===== src/rtl/cgc_pkg.sv =====
package cgc_pkg;
  typedef enum logic [1:0] {
    GV_HW_ONLY      = 2'd0,
    GV_SW_ONLY      = 2'd1,
    GV_SELECT       = 2'd2,
    GV_SELECT_NODIS = 2'd3
  } gate_variant_e;

  localparam int REG_W     = 32;
  localparam int BIT_EN    = 0;
  localparam int BIT_OWN   = 1;
  localparam int BIT_HEN   = 2;
  localparam int BIT_HLONG = 3;
  localparam int BIT_STAT  = 8;
endpackage


===== src/rtl/cgc_regs.sv =====
module cgc_regs
  import cgc_pkg::*;
#(
  parameter gate_variant_e VARIANT  = GV_SELECT,
  parameter bit            RESET_SW = 1'b1
) (
  input  logic             clk,
  input  logic             rst_n,
  input  logic             wr,
  input  logic [REG_W-1:0] wdata,
  output logic             en_bit,
  output logic             own_sw,
  output logic             hyst_en,
  output logic             hyst_long
);
  localparam bit EN_RST = (VARIANT == GV_SW_ONLY) ? 1'b1 :
                          (VARIANT == GV_HW_ONLY) ? 1'b0 : RESET_SW;

  logic unused_wbits;
  assign unused_wbits = ^wdata;

  logic hen_q, hlong_q;
  always_ff @(posedge clk or negedge rst_n) begin
    if (!rst_n) begin
      hen_q   <= 1'b0;
      hlong_q <= 1'b0;
    end else if (wr) begin
      hen_q   <= wdata[BIT_HEN];
      hlong_q <= wdata[BIT_HLONG];
    end
  end
  assign hyst_en   = hen_q;
  assign hyst_long = hlong_q;

  generate
    if (VARIANT == GV_HW_ONLY) begin : g_en_fixed
      assign en_bit = 1'b0;
    end else begin : g_en_store
      logic en_q;
      always_ff @(posedge clk or negedge rst_n) begin
        if (!rst_n)  en_q <= EN_RST;
        else if (wr) en_q <= wdata[BIT_EN];
      end
      assign en_bit = en_q;
    end

    if (VARIANT == GV_HW_ONLY) begin : g_own_hw
      assign own_sw = 1'b0;
    end else if (VARIANT == GV_SW_ONLY) begin : g_own_sw
      assign own_sw = 1'b1;
    end else begin : g_own_store
      logic own_q;
      always_ff @(posedge clk or negedge rst_n) begin
        if (!rst_n)  own_q <= RESET_SW;
        else if (wr) own_q <= wdata[BIT_OWN];
      end
      assign own_sw = own_q;
    end
  endgenerate
endmodule


===== src/rtl/cgc_hyst.sv =====
module cgc_hyst #(
  parameter int LO_DLY = 4,
  parameter int HI_DLY = 16
) (
  input  logic clk,
  input  logic rst_n,
  input  logic active,
  input  logic req,
  input  logic hyst_en,
  input  logic hyst_long,
  output logic hw_on
);
  localparam int MAXD = (HI_DLY > LO_DLY) ? HI_DLY : LO_DLY;
  localparam int CW   = (MAXD > 2) ? $clog2(MAXD) : 1;
  localparam logic [CW-1:0] LO_LAST = CW'(LO_DLY - 1);
  localparam logic [CW-1:0] HI_LAST = CW'(HI_DLY - 1);

  logic [CW-1:0] cnt_q;
  logic          on_q;
  logic [CW-1:0] last;

  assign last = hyst_long ? HI_LAST : LO_LAST;

  always_ff @(posedge clk or negedge rst_n) begin
    if (!rst_n) begin
      on_q  <= 1'b0;
      cnt_q <= '0;
    end else if (!active || req) begin
      on_q  <= req;
      cnt_q <= '0;
    end else if (on_q) begin
      if (!hyst_en || cnt_q == last) begin
        on_q  <= 1'b0;
        cnt_q <= '0;
      end else begin
        cnt_q <= cnt_q + 1'b1;
      end
    end
  end

  assign hw_on = on_q;
endmodule


===== src/rtl/cgc_sync.sv =====
module cgc_sync #(
  parameter int STAGES = 2
) (
  input  logic clk,
  input  logic rst_n,
  input  logic d,
  output logic q
);
  logic [STAGES-1:0] sh_q;

  generate
    for (genvar i = 0; i < STAGES; i++) begin : g_stage
      always_ff @(posedge clk or negedge rst_n) begin
        if (!rst_n)      sh_q[i] <= 1'b0;
        else if (i == 0) sh_q[i] <= d;
        else             sh_q[i] <= sh_q[(i == 0) ? 0 : i-1];
      end
    end
  endgenerate

  assign q = sh_q[STAGES-1];
endmodule


===== src/rtl/cgc_icg.sv =====
module cgc_icg (
  input  logic clk,
  input  logic rst_n,
  input  logic en,
  output logic gclk
);
  logic en_l;
  always_ff @(negedge clk or negedge rst_n) begin
    if (!rst_n) en_l <= 1'b0;
    else        en_l <= en;
  end
  assign gclk = clk & en_l;
endmodule


===== src/rtl/clk_gate_ctl.sv =====
module clk_gate_ctl
  import cgc_pkg::*;
#(
  parameter gate_variant_e VARIANT     = GV_SELECT,
  parameter bit            RESET_SW    = 1'b1,
  parameter int            LO_DLY      = 4,
  parameter int            HI_DLY      = 16,
  parameter int            SYNC_STAGES = 2
) (
  input  logic             clk,
  input  logic             rst_n,
  input  logic             reg_wr,
  input  logic [REG_W-1:0] reg_wdata,
  output logic [REG_W-1:0] reg_rdata,
  input  logic             hw_req,
  output logic             gate_en,
  output logic             gclk
);
  logic en_bit, own_sw, hyst_en, hyst_long;
  logic hw_on, sw_gate, status;

  cgc_regs #(.VARIANT(VARIANT), .RESET_SW(RESET_SW)) u_regs (
    .clk(clk), .rst_n(rst_n), .wr(reg_wr), .wdata(reg_wdata),
    .en_bit(en_bit), .own_sw(own_sw), .hyst_en(hyst_en), .hyst_long(hyst_long)
  );

  cgc_hyst #(.LO_DLY(LO_DLY), .HI_DLY(HI_DLY)) u_hyst (
    .clk(clk), .rst_n(rst_n), .active(!own_sw), .req(hw_req),
    .hyst_en(hyst_en), .hyst_long(hyst_long), .hw_on(hw_on)
  );

  generate
    if (VARIANT == GV_SELECT_NODIS) begin : g_nodis
      assign sw_gate = 1'b1;
    end else begin : g_plain
      assign sw_gate = en_bit;
    end
  endgenerate

  assign gate_en = own_sw ? sw_gate : hw_on;

  cgc_sync #(.STAGES(SYNC_STAGES)) u_sync (
    .clk(clk), .rst_n(rst_n), .d(gate_en), .q(status)
  );

  cgc_icg u_icg (.clk(clk), .rst_n(rst_n), .en(gate_en), .gclk(gclk));

  always_comb begin
    reg_rdata            = '0;
    reg_rdata[BIT_EN]    = en_bit;
    reg_rdata[BIT_OWN]   = own_sw;
    reg_rdata[BIT_HEN]   = hyst_en;
    reg_rdata[BIT_HLONG] = hyst_long;
    reg_rdata[BIT_STAT]  = status;
  end
endmodule


===== config.mk =====
export PLATFORM = sky130hd
export DESIGN_NAME = clk_gate_ctl
export DESIGN_NICKNAME = d
export VERILOG_FILES = /design/src/rtl/cgc_pkg.sv /design/src/rtl/cgc_regs.sv /design/src/rtl/cgc_hyst.sv /design/src/rtl/cgc_sync.sv /design/src/rtl/cgc_icg.sv /design/src/rtl/clk_gate_ctl.sv
export SDC_FILE = /design/constraint.sdc
export NUM_CORES = 1
export LEC_CHECK = 0
export BUFFER_PORTS_ARGS = -buffer_cell sky130_fd_sc_hd__buf_2
export CAP_MARGIN = 20
export CORE_AREA = 2 2 52 54
export CTS_CLUSTER_DIAMETER = 60
export CTS_CLUSTER_SIZE = 10
export DETAILED_ROUTE_END_ITERATION = 12
export DIE_AREA = 0 0 54 56
export GPL_TIMING_DRIVEN = 0
export HOLD_SLACK_MARGIN = 0.02
export PLACE_DENSITY = 0.8
export SYNTH_ARGS = -nofsm -noshare
export SYNTH_HDL_FRONTEND = slang
export SYNTH_SLANG_ARGS = --single-unit

===== constraint.sdc =====
create_clock -name clk -period 1.4 [get_ports clk]
set_clock_uncertainty 0.15 [all_clocks]
set_input_delay 0.07 -clock clk [delete_from_list [all_inputs] [get_ports clk]]
set_output_delay 0.07 -clock clk [all_outputs]
set_load 0.05 [all_outputs]

==> impl_metrics.json, run 1 <==
{
  "run_status": "complete, but fails checks",
  "failed_checks": "setup timing",
  "post_synthesis_cell_count": 76,
  "layout_cells_sized_above_1_pct": 56.1,
  "synth_seq_area_share_pct": 38.5,
  "layout.cells.non_filler": 169,
  "initialDrtViolationCount": 3,
  "report.final.setup_viol": 10,
  "worstSetupPathType": "reg2out",
  "power.static_leakage_uw": 0.000682,
  "synthesized_flop_and_latch_total": 12,
  "groute.usage.overall_pct": 13.4,
  "ys.warnings.count": 0,
  "fin_total_pwr_uw": 1410,
  "timing.max_cap.violations": 0,
  "via_count_of_the_first_global_routing_pass": 620,
  "place_ws_ps": -420,
  "clock_input_transition_at_the_sequential_cells_of_the_worst_setup_and_hold_paths_ps": 80,
  "max-vdd-ir-drop_uv": 1000,
  "dieHeight_microns": 56,
  "placeableCoreArea_sq_mm": 0.00243,
  "hpwl_microns": 961,
  "placed_cells_incl_taps": 146,
  "drc": 0,
  "globalRouteOverflowTotal": 0,
  "detail-route-antenna-nets": 0,
  "reg2reg_from": "u_regs.own_sw$_DFFE_PN1P_",
  "final_nets": 177,
  "flow.area_growth_from_synthesis_pct": 66.1,
  "core.rowCount": 18,
  "tritoncts": "built",
  "drtPass1Iterations": 4,
  "reg2reg_setup_slack_ps": -400,
  "antenna-diode-count": 0,
  "syn_area_sq_um": 787,
  "grt_start_max_net_pins": 10,
  "rsz0062_at_grt": "yes",
  "postRouteWirelength_microns": 1690,
  "viasPerCell": 3.86,
  "hp-class": "in2async",
  "finalCoreUtilization_pct": 53.8,
  "syn-mean-instance-area_sq_um": 10.4,
  "worst-path-max-fanout": 1,
  "detailroute.via_count": 652,
  "dieArea_sq_mm": 0.00302,
  "port_buffers": 14,
  "grt_antenna_before_repair": 0,
  "gp_congestion": 0.695,
  "power_density_mw_per_mm2": 1080,
  "mostFrequentLayoutCells": "sky130_fd_sc_hd__buf_4, sky130_fd_sc_hd__conb_1, sky130_fd_sc_hd__dlygate4sd3_1, sky130_fd_sc_hd__buf_2, sky130_fd_sc_hd__dfrtp_1",
  "dieWidth_microns": 54,
  "drv_slew": 0,
  "critical_path.reg2reg.endpoint": "u_icg.en_l$_DFF_NN0_",
  "worst-endpoint-required_ps": 1180,
  "timing.setup.tns_ps": -1550,
  "post_synth_num_cell_types": 26,
  "final_common_cell": "sky130_fd_sc_hd__buf_4",
  "critPathCaptureType": "primary output",
  "clkLatencyLatePin_ps": 390,
  "io-pin-count": 70,
  "worst_setup_path_start_kind": "register",
  "worst-endpoint-arrival_ps": 1760,
  "hold_viol_final": 0,
  "detail_route.wl_per_cell_microns": 9.99,
  "ff2ff_path_depth": 2,
  "starting_utilization_of_the_core_area_pct": 32.4,
  "finalWorstSetupSlack_ps": -576,
  "grt_first_pass_wirelength_microns": 2700
}
-- cells by family (layout without fill, tap and decap cells) --
group / count (synthesis) / count (layout) / share of synthesized area, %
buffers and inverters: 33 / 70 / 31.0
AOI/OAI and AO/OA: 8 / 8 / 9.70
adders and majority gates: 1 / 1 / 1.59
DFF: 12 / 12 / 38.5
muxes: 5 / 5 / 6.99
and+or+nand+nor: 16 / 16 / 11.8
other: 1 / 27 / 0.476
-- critical path: stages, from the launching register on --
cell,delay (ps)
sky130_fd_sc_hd__dfrtn_1,390
sky130_fd_sc_hd__and2_4,140
sky130_fd_sc_hd__buf_8,140
-- Yosys cell counts --
cell type,n,area share (%)
sky130_fd_sc_hd__mux2_2,4,5.7
sky130_fd_sc_hd__o21bai_1,1,0.95
sky130_fd_sc_hd__a22oi_1,1,0.95
sky130_fd_sc_hd__dfrtp_1,9,29
sky130_fd_sc_hd__o21ai_1,1,0.64
sky130_fd_sc_hd__nand2b_1,2,1.6
sky130_fd_sc_hd__nand3_1,1,0.64
sky130_fd_sc_hd__a2bb2oi_1,2,2.2
sky130_fd_sc_hd__nand4_1,1,0.80
sky130_fd_sc_hd__nor3_1,4,2.5
sky130_fd_sc_hd__and2_1,1,0.80
sky130_fd_sc_hd__o311ai_4,1,3.3
sky130_fd_sc_hd__buf_4,32,31
sky130_fd_sc_hd__o21a_1,1,0.95
sky130_fd_sc_hd__o21ai_0,1,0.64
sky130_fd_sc_hd__mux2i_1,1,1.3
sky130_fd_sc_hd__ha_1,1,1.6
sky130_fd_sc_hd__nand2_1,3,1.4
sky130_fd_sc_hd__conb_1,1,0.48
sky130_fd_sc_hd__nand2b_4,1,1.7
sky130_fd_sc_hd__nor2_1,1,0.48
sky130_fd_sc_hd__dfrtn_1,1,3.2
sky130_fd_sc_hd__and2b_1,1,0.95
sky130_fd_sc_hd__inv_1,1,0.48
sky130_fd_sc_hd__dfstp_2,2,6.7
sky130_fd_sc_hd__nor2b_1,1,0.80
-- metal layers --
metal  vias to the layer above  part of all wire, %  global-route usage, %
met1                       282                   32                   11.1
met2                        45                   56                   22.0
met3                         3                  9.5                   4.03
li1                        322                    -                      -
met5                         -                    0                      0
met4                         0                  1.8                   15.4
-- metrics by stage --
| step | hold WS [ps] | cell area [sq um] |
|---|---|---|
| final | 29.9 | 1310 |
| after global routing | 60.0 | 1310 |
| after CTS | 20.7 | 1280 |
| after detailed placement | -190 | 1020 |
| after global placement | -200 | 1020 |
| after floorplan | -376 | 911 |
-- worst max path at each step --
| stage | from | slack, ps | end |
|---|---|---|---|
| final | u_icg.en_l$_DFF_NN0_ | -580 | gclk |
| after CTS | u_icg.en_l$_DFF_NN0_ | -590 | gclk |
| after detailed placement | u_regs.own_sw$_DFFE_PN1P_ | -420 | u_icg.en_l$_DFF_NN0_ |
| after global placement | u_regs.own_sw$_DFFE_PN1P_ | -420 | u_icg.en_l$_DFF_NN0_ |
| after floorplan | u_regs.own_sw$_DFFE_PN1P_ | -450 | u_icg.en_l$_DFF_NN0_ |
| after global routing | u_icg.en_l$_DFF_NN0_ | -600 | gclk |
-- registers in the layout, indices dropped and copies added (netlist names) --
name,count
u_hyst.hw_on,1
u_regs.own_sw,1
u_regs.hyst_long,1
u_icg.en_l,1
u_sync.q,1
u_regs.hyst_en,1
u_hyst.cnt_q,4
u_regs.en_bit,1
u_sync.sh_q,1
-- layout make-up --
class	instances	area (sq um)
Inverter	1	3.75
Sequential cell	12	305
Tap cell	30	37.5
Clock buffer	8	63.8
Fill cell	213	1120
Multi-Input combinational cell	57	402
Timing Repair Buffer	30	259
Buffer	31	236
-- power by group --
part | switching (uW) | internal (uW) | total [uW] | leakage [uW]
registers | 26.9 | 381 | 408 | 0.000145
logic | 318 | 199 | 516 | 0.000497
clock network | 219 | 268 | 487 | 0.0000406
-- timing repair --
action | in CTS | in global routing
endpoints found under the hold margin | 21 | 0
setup buffers | 6 | 3
pin swaps | 4 | 2
setup endpoints to repair | 11 | 12
hold buffers | 8 | 0
resized for setup | 24 | 4
Power figures use the tool's default switching activity.
==> inputs of run 2 (changes only) <==
==> constraint.sdc (replaced) <==
create_clock -name clk -period 1.4 [get_ports clk]
set_clock_uncertainty 0.15 [all_clocks]
set_input_delay 0.14 -clock clk [delete_from_list [all_inputs] [get_ports clk]]
set_output_delay 0.14 -clock clk [all_outputs]
set_load 0.05 [all_outputs]
==> impl_metrics.json, run 2 (synthesis results as in run 1) <==
{
  "critPathCaptureType": "primary output",
  "rsz0062_at_grt": "yes",
  "worst-path-max-fanout": 1,
  "timing_endpoint_of_the_critical_path": "gclk",
  "power_density_mw_per_mm2": 1060,
  "detailroute.via_count": 650,
  "postLayoutCellArea_sq_mm": 0.00134,
  "reg2reg_from": "u_regs.own_sw$_DFFE_PN1P_",
  "final_nets": 178,
  "logic_depth_of_the_worst_setup_path_including_buffers": 2,
  "gp_congestion": 0.695,
  "ff2ff_path_depth": 2,
  "initialDrtViolationCount": 3,
  "failed_checks": "setup timing",
  "placement.cell_area_sq_mm": 0.00102,
  "timing.setup.tns_ps": -1960,
  "grt_first_pass_wirelength_microns": 2590,
  "critical_path.reg2reg.endpoint": "u_icg.en_l$_DFF_NN0_",
  "viasPerCell": 3.82,
  "globalRouteOverflowTotal": 0,
  "hold_viol_final": 0,
  "via_count_of_the_first_global_routing_pass": 615,
  "report.final.setup_viol": 11,
  "detail_route.wl_per_cell_microns": 10.1,
  "postRouteWirelength_microns": 1720,
  "crit_slowest_cell": "sky130_fd_sc_hd__dfrtn_1",
  "timing.critical_path.max_delay_family": "flip-flops",
  "groute.usage.overall_pct": 12.9,
  "io-pin-count": 70,
  "drtPass1Iterations": 2,
  "grt_antenna_before_repair": 0,
  "worst-endpoint-arrival_ps": 1760,
  "core.rowCount": 18,
  "fin_total_pwr_uw": 1430,
  "worst_hold_slack_ps": 128,
  "critical-path-max-stage-delay_ps": 390,
  "placed_cells_incl_taps": 146,
  "hpwl_microns": 961,
  "reg2reg_setup_slack_ps": -380,
  "flow.area_growth_from_synthesis_pct": 70.6,
  "largest_register_ff_count": 4,
  "drv_slew": 0,
  "regMostFlops": "u_hyst.cnt_q",
  "run_status": "complete, but fails checks",
  "worst-endpoint-required_ps": 1110,
  "drc": 0,
  "worst_setup_path_start_kind": "register",
  "crit_chain": "and2_4 > buf_8",
  "power.static_leakage_uw": 0.000698,
  "dieWidth_microns": 54,
  "max-vdd-ir-drop_uv": 996,
  "grt_start_max_net_pins": 10,
  "starting_utilization_of_the_core_area_pct": 32.4,
  "detail-route-antenna-nets": 0,
  "dieArea_sq_mm": 0.00302,
  "layout.cells.non_filler": 170,
  "clkLatencyLatePin_ps": 380,
  "critical_path_buf_inv_count": 1,
  "placeableCoreArea_sq_mm": 0.00243,
  "antenna-diode-count": 0,
  "cp-startpoint": "u_icg.en_l$_DFF_NN0_",
  "clock_input_transition_at_the_sequential_cells_of_the_worst_setup_and_hold_paths_ps": 70,
  "port_buffers": 14,
  "finalWorstSetupSlack_ps": -645,
  "tritoncts": "built",
  "timing.max_cap.violations": 0,
  "worstSetupPathType": "reg2out",
  "final_common_cell": "sky130_fd_sc_hd__buf_4",
  "hp-class": "in2async",
  "layout_cells_sized_above_1_pct": 56.4,
  "dieHeight_microns": 56,
  "mostFrequentLayoutCells": "sky130_fd_sc_hd__buf_4, sky130_fd_sc_hd__conb_1, sky130_fd_sc_hd__dlygate4sd3_1, sky130_fd_sc_hd__buf_2, sky130_fd_sc_hd__dfrtp_1"
}
[run 2: cell types whose count changed in the layout (fill, tap and decap cells not counted), sizes merged]
cell	previous run	this run
buf	54	55
[run 2: area by class of cell]
cell class | instances | area (sq um)
clock buffer | 8 | 63.8
multi-input combinational | 57 | 407
buffer | 32 | 251
inverter | 1 | 3.75
tap | 30 | 37.5
fill | 219 | 1090
sequential | 12 | 304
timing repair buffer | 30 | 275
[run 2: per-layer routing]
| metal | vias to the layer above | share of wire (%) | track usage [%] | routed length, microns |
|---|---|---|---|---|
| li1 | 322 | - | - | - |
| met1 | 280 | 31 | 10.5 | 538 |
| met2 | 45 | 55 | 20.9 | 942 |
| met3 | 3 | 12 | 4.57 | 207 |
| met4 | 0 | 1.7 | 14.6 | 30 |
| met5 | - | 0 | 0 | 0 |
[run 2: stage by stage]
stage | utilization, % | setup WS (ps)
final | 55.2 | -645
after floorplan | - | -448
after detailed placement | 41.9 | -420
after global placement | 41.9 | -416
after global routing | 55.2 | -668
after CTS | 53.4 | -661
[run 2: report_power, final]
part           switching, uW  leakage (uW)  internal [uW]  total (uW)
Sequential              26.6      0.000146            380         407
Clock                    212     0.0000406            268         481
Combinational            324      0.000511            215         539
Total                    563      0.000698            864        1430
[run 2: worst min-delay path by stage]
stage	to	depth (start not counted)
after floorplan	u_hyst.cnt_q[0]$_DFFE_PN0P_	0
after global placement	u_sync.sh_q[0]$_DFF_PN0_	1
after detailed placement	u_sync.sh_q[0]$_DFF_PN0_	1
after CTS	u_regs.own_sw$_DFFE_PN1P_	2
after global routing	u_regs.own_sw$_DFFE_PN1P_	2
final	u_regs.own_sw$_DFFE_PN1P_	2
[run 2: worst reg2reg max path, stage by stage (launching register included)]
cell                       delay (ps)
sky130_fd_sc_hd__dfstp_2          570
sky130_fd_sc_hd__nand2b_4         170
sky130_fd_sc_hd__nand2_8           60
[run 2: timing repair]
item | 4_1_cts | 5_1_grt
endpoints found under the setup margin | 11 | 12
endpoints found under the hold margin | 20 | 0
setup buffers | 8 | 1
hold buffers | 8 | 0
pin swaps | 3 | 2
resized for setup | 25 | 8
==> inputs of run 3 (changes only) <==
--- a/config.mk
+++ b/config.mk
@@ -5,7 +5,7 @@
 export SDC_FILE = /design/constraint.sdc
 export NUM_CORES = 1
 export LEC_CHECK = 0
-export BUFFER_PORTS_ARGS = -buffer_cell sky130_fd_sc_hd__buf_2
+export BUFFER_PORTS_ARGS = -buffer_cell sky130_fd_sc_hd__buf_4
 export CAP_MARGIN = 20
 export CORE_AREA = 2 2 52 54
 export CTS_CLUSTER_DIAMETER = 60
==> impl_metrics.json, run 3 (synthesis results as in run 1) <==
{
  "timing.max_cap.violations": 0,
  "fin_total_pwr_uw": 1470,
  "globalRouteOverflowTotal": 0,
  "rsz0062_at_grt": "yes",
  "hpwl_microns": 1020,
  "flow.area_growth_from_synthesis_pct": 78.1,
  "tritoncts": "built",
  "placement.cell_area_sq_mm": 0.00105,
  "port_buffers": 14,
  "hold_viol_final": 0,
  "power.share.clock_pct": 34.4,
  "worst-path-max-fanout": 1,
  "power.static_leakage_uw": 0.000726,
  "dieWidth_microns": 54,
  "report.final.setup_viol": 10,
  "worst_setup_path_start_kind": "register",
  "max-vdd-ir-drop_uv": 999,
  "fillers": 215,
  "p_sw_uw": 589,
  "final_common_cell": "sky130_fd_sc_hd__buf_4",
  "worst_hold_slack_ps": 126,
  "postRouteWirelength_microns": 1810,
  "dieHeight_microns": 56,
  "critical-path-max-stage-delay_ps": 390,
  "failed_checks": "setup timing",
  "largest_register_ff_count": 4,
  "drc": 0,
  "viasPerCell": 3.89,
  "worstSetupPathType": "reg2out",
  "layout_cells_sized_above_1_pct": 60.0,
  "via_count_of_the_first_global_routing_pass": 629,
  "grt_antenna_before_repair": 0,
  "antenna-diode-count": 0,
  "gp_congestion": 0.681,
  "grt_first_pass_wirelength_microns": 2660,
  "clock_input_transition_at_the_sequential_cells_of_the_worst_setup_and_hold_paths_ps": 80,
  "initialDrtViolationCount": 13,
  "final_nets": 183,
  "p_int_uw": 881,
  "worst-endpoint-required_ps": 1110,
  "finalWorstSetupSlack_ps": -648,
  "groute.usage.overall_pct": 13.2,
  "seqPwrFrac_pct": 27.3,
  "drtPass1Iterations": 2,
  "regMostFlops": "u_hyst.cnt_q",
  "detail_route.wl_per_cell_microns": 10.3,
  "dieArea_sq_mm": 0.00302,
  "mostFrequentLayoutCells": "sky130_fd_sc_hd__buf_4, sky130_fd_sc_hd__conb_1, sky130_fd_sc_hd__dlygate4sd3_1, sky130_fd_sc_hd__dfrtp_1, sky130_fd_sc_hd__buf_6",
  "pwr-share-comb_pct": 38.3,
  "crit_slowest_cell": "sky130_fd_sc_hd__dfrtn_1",
  "power_density_mw_per_mm2": 1050,
  "detailroute.via_count": 681,
  "core.rowCount": 18,
  "io-pin-count": 70,
  "grt_start_max_net_pins": 10,
  "clkLatencyLatePin_ps": 380,
  "placeableCoreArea_sq_mm": 0.00243,
  "worst-endpoint-arrival_ps": 1760,
  "run_status": "complete, but fails checks",
  "postLayoutCellArea_sq_mm": 0.00140,
  "starting_utilization_of_the_core_area_pct": 32.4,
  "detail-route-antenna-nets": 0,
  "critPathCaptureType": "primary output",
  "hp-class": "in2async",
  "drv_slew": 0,
  "crit_chain": "and2_4 > buf_8",
  "power_switching_share_pct": 40.1
}
-- run 3: cell types whose count changed in the layout (fill, tap and decap cells not counted) --
| cell | change |
|---|---|
| sky130_fd_sc_hd__buf_12 | -1 |
| sky130_fd_sc_hd__o21ai_0 | -1 |
| sky130_fd_sc_hd__buf_2 | -8 |
| sky130_fd_sc_hd__nand3_1 | -1 |
| sky130_fd_sc_hd__nand3_2 | +1 |
| sky130_fd_sc_hd__buf_4 | +14 |
| sky130_fd_sc_hd__a22oi_2 | +1 |
| sky130_fd_sc_hd__a22oi_1 | -1 |
| sky130_fd_sc_hd__o21ai_2 | +1 |
-- run 3: path summary, 6_finish.rpt --
path	from	to	slack [ps]	depth (start not counted)
max	u_icg.en_l$_DFF_NN0_	gclk	-650	2
min	rst_n	u_regs.own_sw$_DFFE_PN1P_	130	2
max reg2reg	u_regs.own_sw$_DFFE_PN1P_	u_icg.en_l$_DFF_NN0_	-350	2
min reg2reg	u_sync.sh_q[0]$_DFF_PN0_	u_sync.q$_DFF_PN0_	200	0
max in group asynchronous	rst_n	u_regs.hyst_long$_DFFE_PN0P_	120	3
min in group clk	u_sync.sh_q[0]$_DFF_PN0_	u_sync.q$_DFF_PN0_	200	0
-- run 3: power groups by stage --
stage	Clock, uW	Combinational (uW)	Sequential, uW
after floorplan	84.2	370	407
after CTS	503	519	400
after global routing	546	596	403
final	506	563	400
after global placement	106	427	413
after detailed placement	106	430	414
-- run 3: timing repair --
action / CTS / global route
gates cloned: 0 / 0
gates resized for setup: 18 / 11
pin swaps: 4 / 5
setup endpoints to repair: 11 / 13
setup buffers: 9 / 7
endpoints found under the hold margin: 21 / 0
hold buffers: 8 / 0
-- run 3: layout make-up --
cell class	count	area [sq um]	share of cell area, %
well taps	30	37.5	2.68
clock buffers	8	63.8	4.55
repair buffers	37	347	24.7
plain buffers	30	225	16.1
flip-flops and latches	12	304	21.7
multi-input cells	57	420	30.0
inverters	1	3.75	0.268
-- run 3: worst max-delay path: cells and delay by family, from the launching register on --
| family | cells | cell delay, ps |
|---|---|---|
| flip-flops | 1 | 390 |
| AND/OR/NAND/NOR | 1 | 140 |
| buffers and inverters | 1 | 130 |
-- run 3: stage by stage --
step / instances / util [%] / setup WS, ps / TNS, ps
4_1_cts: 169 / 54.2 / -659 / -1740
3_5_place_dp: 146 / 43.3 / -415 / -1060
3_3_place_gp: 146 / 43.3 / -419 / -938
5_1_grt: 175 / 57.6 / -680 / -2300
2_1_floorplan: 102 / - / -448 / -621
6_report: 175 / 57.6 / -648 / -1760
-- run 3: per-layer routing --
layer  vias up  GRT usage (%)  wire [microns]
li1        335              -               -
met1       294           11.2             574
met2        45           21.4             988
met3         7           3.49             175
met4         0           15.7              74
met5         -              0               0
